===== src/rtl/dsk_pkg.sv =====
package dsk_pkg;
  typedef enum logic [1:0] {
    ST_IDLE   = 2'd0,
    ST_SETTLE = 2'd1,
    ST_STROBE = 2'd2
  } dsk_state_e;
endpackage


===== src/rtl/dsk_delay_sel.sv =====
module dsk_delay_sel #(
  parameter int MEM_CYC = 1,
  parameter int PER_CYC = 6,
  parameter int CW      = 3
) (
  input  logic          periph_i,
  output logic [CW-1:0] load_o
);
  // The counter is loaded with (cycles - 1) so that strobe rises after exactly N cycles.
  localparam logic [CW-1:0] MEM_LOAD = CW'(MEM_CYC - 1);
  localparam logic [CW-1:0] PER_LOAD = CW'(PER_CYC - 1);

  always_comb load_o = periph_i ? PER_LOAD : MEM_LOAD;
endmodule


===== src/rtl/dsk_counter.sv =====
module dsk_counter #(
  parameter int CW = 3
) (
  input  logic          clk,
  input  logic          rst,
  input  logic          load_i,
  input  logic [CW-1:0] load_val_i,
  output logic          zero_o
);
  logic [CW-1:0] cnt_q;

  always_ff @(posedge clk) begin
    if (rst)               cnt_q <= '0;
    else if (load_i)       cnt_q <= load_val_i;
    else if (cnt_q != '0)  cnt_q <= cnt_q - 1'b1;
  end

  assign zero_o = (cnt_q == '0);
endmodule


===== src/rtl/dsk_fsm.sv =====
module dsk_fsm
  import dsk_pkg::*;
(
  input  logic clk,
  input  logic rst,
  input  logic start_i,
  input  logic end_i,
  input  logic zero_i,
  output logic load_o,
  output logic drive_o,
  output logic strobe_o,
  output logic done_o,
  output logic busy_o
);
  dsk_state_e state_q;

  // A start is accepted only while idle.
  assign load_o = (state_q == ST_IDLE) && start_i;

  always_ff @(posedge clk) begin
    if (rst) begin
      state_q  <= ST_IDLE;
      drive_o  <= 1'b0;
      strobe_o <= 1'b0;
      done_o   <= 1'b0;
      busy_o   <= 1'b0;
    end else begin
      done_o <= 1'b0;
      unique case (state_q)
        ST_IDLE: if (start_i) begin
          state_q <= ST_SETTLE;
          drive_o <= 1'b1;
          busy_o  <= 1'b1;
        end
        ST_SETTLE: if (zero_i) begin
          state_q  <= ST_STROBE;
          strobe_o <= 1'b1;
          done_o   <= 1'b1;
        end
        ST_STROBE: if (end_i) begin
          state_q  <= ST_IDLE;
          drive_o  <= 1'b0;
          strobe_o <= 1'b0;
          busy_o   <= 1'b0;
        end
        default: state_q <= ST_IDLE;
      endcase
    end
  end
endmodule


===== src/rtl/dsk_strobe_unit.sv =====
module dsk_strobe_unit #(
  parameter int MEM_CYC = 1,
  parameter int PER_CYC = 6
) (
  input  logic clk,
  input  logic rst,
  input  logic start_i,
  input  logic periph_i,
  input  logic end_i,
  output logic drive_o,
  output logic strobe_o,
  output logic done_o,
  output logic busy_o
);
  localparam int MAX_CYC = (MEM_CYC > PER_CYC) ? MEM_CYC : PER_CYC;
  localparam int CW      = (MAX_CYC > 1) ? $clog2(MAX_CYC) : 1;

  logic [CW-1:0] load_val;
  logic          load;
  logic          zero;

  dsk_delay_sel #(.MEM_CYC(MEM_CYC), .PER_CYC(PER_CYC), .CW(CW)) u_sel (
    .periph_i (periph_i),
    .load_o   (load_val)
  );

  dsk_counter #(.CW(CW)) u_cnt (
    .clk        (clk),
    .rst        (rst),
    .load_i     (load),
    .load_val_i (load_val),
    .zero_o     (zero)
  );

  dsk_fsm u_fsm (
    .clk      (clk),
    .rst      (rst),
    .start_i  (start_i),
    .end_i    (end_i),
    .zero_i   (zero),
    .load_o   (load),
    .drive_o  (drive_o),
    .strobe_o (strobe_o),
    .done_o   (done_o),
    .busy_o   (busy_o)
  );
endmodule


===== config.mk =====
export PLATFORM = sky130hd
export DESIGN_NAME = dsk_strobe_unit
export DESIGN_NICKNAME = d
export VERILOG_FILES = /design/src/rtl/dsk_pkg.sv /design/src/rtl/dsk_delay_sel.sv /design/src/rtl/dsk_counter.sv /design/src/rtl/dsk_fsm.sv /design/src/rtl/dsk_strobe_unit.sv
export SDC_FILE = /design/constraint.sdc
export NUM_CORES = 1
export LEC_CHECK = 0
export BUFFER_PORTS_ARGS = -buffer_cell sky130_fd_sc_hd__buf_2
export CELL_PAD_IN_SITES_DETAIL_PLACEMENT = 1
export CELL_PAD_IN_SITES_GLOBAL_PLACEMENT = 2
export CORE_MARGIN = 2
export CORE_UTILIZATION = 27
export DETAILED_ROUTE_END_ITERATION = 16
export PLACE_DENSITY_LB_ADDON = 0.05
export SLEW_MARGIN = 10
export SYNTH_ARGS = -nofsm -noshare
export SYNTH_HDL_FRONTEND = slang
export SYNTH_SLANG_ARGS = --single-unit

===== constraint.sdc =====
create_clock -name clk -period 1.8 [get_ports clk]
set_input_delay 0.09 -clock clk [delete_from_list [all_inputs] [get_ports clk]]
set_output_delay 0.09 -clock clk [all_outputs]
set_load 0.05 [all_outputs]

==> metrics.md <==
| Metric | Value |
|---|---|
| P_sw | `0.297 mW` |
| Status | `finished clean` |
| Final Setup Violations | `0` |
| Synth Cell Area | `374 um^2` |
| Vias in the first global route | `approximately 310` |
| Worst-margin pin slew | `0.280 ns` |
| Sw frac | `0.404` |
| Num ports | `9` |
| Final Net Count | `62` |
| Setup TNS | `0 ns` |
| CP required | `1.98 ns` |
| Core region area | `0.00130 mm^2` |
| DR vias/cell | `4.65` |
| PostCTS Resize Cnt | `0` |
| Residual DRC | `0` |
| Syn Area/Cell | `between 8 and 9 um^2` |
| Full die area | `0.00170 mm^2` |
| Synthesized instance count | `44` |
| Die height | `41.2 um` |
| Worst VDD drop | `~530 uV` |
| Worst Hold Slack | `about 0.11 ns` |
| Setup Crit Path Kind | `register to register` |
| DRT Pass-1 Iters | `1` |
| Post-route ant nets | `0` |
| Syn. warnings | `0` |
| Crit. End Element | `register` |
| PwrDens | `1650 mW/mm^2` |
| Setup bufs post-CTS | `0` |
| GP Congestion | `between 0.7 and 0.8` |
| Maximum fanout along the worst path | `7` |
| Max Fclk | `a little under 700 MHz` |
| HP Class | `input pin to register` |
| Final Skew | `0.00152 ns` |
| Clock Sinks | `8` |
| Initial antenna violation count | `0` |
| Area Overhead vs Synth | `18.7%` |
| Diodes inserted | `0` |
| Max_slew headroom | `0.813` |
| CTS tree | `built` |
| Worst-case clock buffer depth | `2` |
| Max Slew Vio Count | `0` |
| Gr usage total | `0.115` |
| Crit path DAT | `around 1.6 ns` |
| Largest net degree at the start of global routing | `9` |
| Max H-tree Level | `1` |
| Fin crit share | `0.806` |
| Via count | `316` |
| Min Tclk post-route | `roughly 1.5 ns` |
| Maxcap violations | `0` |
| Clock-pin slew on the worst setup and hold paths | `approximately 0.05 ns` |
| Post-detail-place hpwl | `601 um` |
| Final WL | `between 700 and 800 um` |
| Sequential power share | `0.355` |
| Net count after synthesis | `51` |
| Hold_buf cts | `0` |
| Sequential area share after synthesis | `0.428` |
| Final hold vios | `0` |
| Comb power frac | `0.463` |
| First-pass GRT wire length | `between 1 and 1.5 mm` |
| Leakage power | `between 0.15 and 0.2 nW` |
| FP Rows | `13` |
| I/O Buffers | `8` |
| Initial core utilization | `0.288` |
| Die X | `about 40 um` |
| Internal | `0.438 mW` |
| Final routed wire length divided by cell count | `11.4 um` |
| RSZ-0062 raised after global routing | `false` |
| Clk pwr share | `0.182` |
| Post-synthesis register bit count | `8` |
| 1st-iter DRT viols | `0` |
| Clock root cell | `clkbuf_4` |
| Fraction of layout cells with a size suffix above 1 | `0.264` |
| Startpoint class of the critical path | `register` |
| Aggregate global routing overflow | `0` |
| CTS Buf Count | `3` |
| Cell variety after synth | `19` |
| Clk_lat worst skew | `approximately 0.24 ns` |
==> final timing paths <==
path                   from              to  slack (ns)  cells past startpoint
min reg2reg  u_fsm.strobe_o  u_fsm.strobe_o        0.47                      2
max reg2reg  u_cnt.cnt_q[0]  u_cnt.cnt_q[2]        0.35                      6
min                     rst  u_cnt.cnt_q[2]        0.11                      2
max          u_cnt.cnt_q[0]  u_cnt.cnt_q[2]        0.35                      6
==> flip-flops by register name, indices dropped and copies added, names as in the netlist <==
| name | cells |
|---|---|
| u_fsm.state_q | 2 |
| u_cnt.cnt_q | 3 |
| u_fsm.done_o | 1 |
| u_fsm.drive_o | 1 |
| u_fsm.strobe_o | 1 |
==> worst max-delay path, cell delays in order (launching register included) <==
cell and delay (ns):
dfxtp_1 0.34, inv_1 0.06, ha_1 0.19, ha_1 0.27, nor2b_1 0.16, a211o_1 0.24
a21oi_2 0.13
==> through the flow <==
stage               power [mW]  cell area (um^2)  utilization  setup slack [ns]  std cells
finish                   0.734               444        0.341             0.350         68
global route             0.811               444        0.341             0.275         68
CTS                      0.749               444        0.341             0.341         68
detailed placement       0.609               422        0.324             0.355         65
global placement         0.592               422        0.324             0.409         65
floorplan                0.540               374            -             0.449         44
==> synth_stat cells <==
cell type,n,area [um^2]
ha_1,2,25.0
nor2b_1,2,12.5
inv_1,5,18.8
clkbuf_1,1,3.75
a21oi_1,6,30.0
dfxtp_1,8,160
nand2b_1,1,6.26
xnor2_1,1,8.76
a211o_1,1,8.76
o21ai_0,2,10.0
nor3b_1,1,7.51
nor3_1,3,15.0
nor3b_2,1,12.5
nand2_1,4,15.0
nor2_1,2,7.51
and2b_2,1,8.76
a21oi_2,1,8.76
o21bai_1,1,7.51
buf_4,1,7.51
==> power by group through the flow <==
| stage | Combinational, mW | Sequential, mW | Clock (mW) |
|---|---|---|---|
| floorplan | 0.240 | 0.300 | 0 |
| global placement | 0.330 | 0.262 | 0 |
| detailed placement | 0.344 | 0.265 | 0 |
| CTS | 0.347 | 0.261 | 0.140 |
| global route | 0.388 | 0.267 | 0.156 |
| finish | 0.340 | 0.261 | 0.133 |
==> final cells by class <==
type,instances,area (um^2)
Sequential cell,8,160
Clock buffer,3,22.5
Multi-Input combinational cell,29,184
Timing Repair Buffer,8,40.0
Fill cell,168,857
Tap cell,15,18.8
Inverter,5,18.8
==> logic make-up after synthesis <==
| family | after synthesis | synth area share |
|---|---|---|
| adders and majority gates | 2 | 0.0669 |
| AOI/OAI and AO/OA | 11 | 0.174 |
| and+or+nand+nor | 15 | 0.227 |
| xor gates and xnor gates | 1 | 0.0234 |
| DFF | 8 | 0.428 |
| buffers and inverters | 7 | 0.0803 |
==> placed cells by master, fill, tap and decap left out, types with 2 or more instances in the layout <==
cell type  netlist  routed
buf_2            0       8
ha_1             2       2
o21ai_0          2       2
nand2_1          4       4
nor2_1           2       2
a21oi_1          6       6
clkbuf_4         0       3
dfxtp_1          8       8
nor3_1           3       3
inv_1            5       5
nor2b_1          2       2
==> metal layers <==
metal,global-route usage,wire [um],vias to the layer above
met4,0.0484,0,0
met2,0.195,375,6
met5,0,0,-
met1,0.133,364,147
li1,-,-,163
met3,0.0326,32,0
No activity file was read; power rests on OpenSTA's default activity.
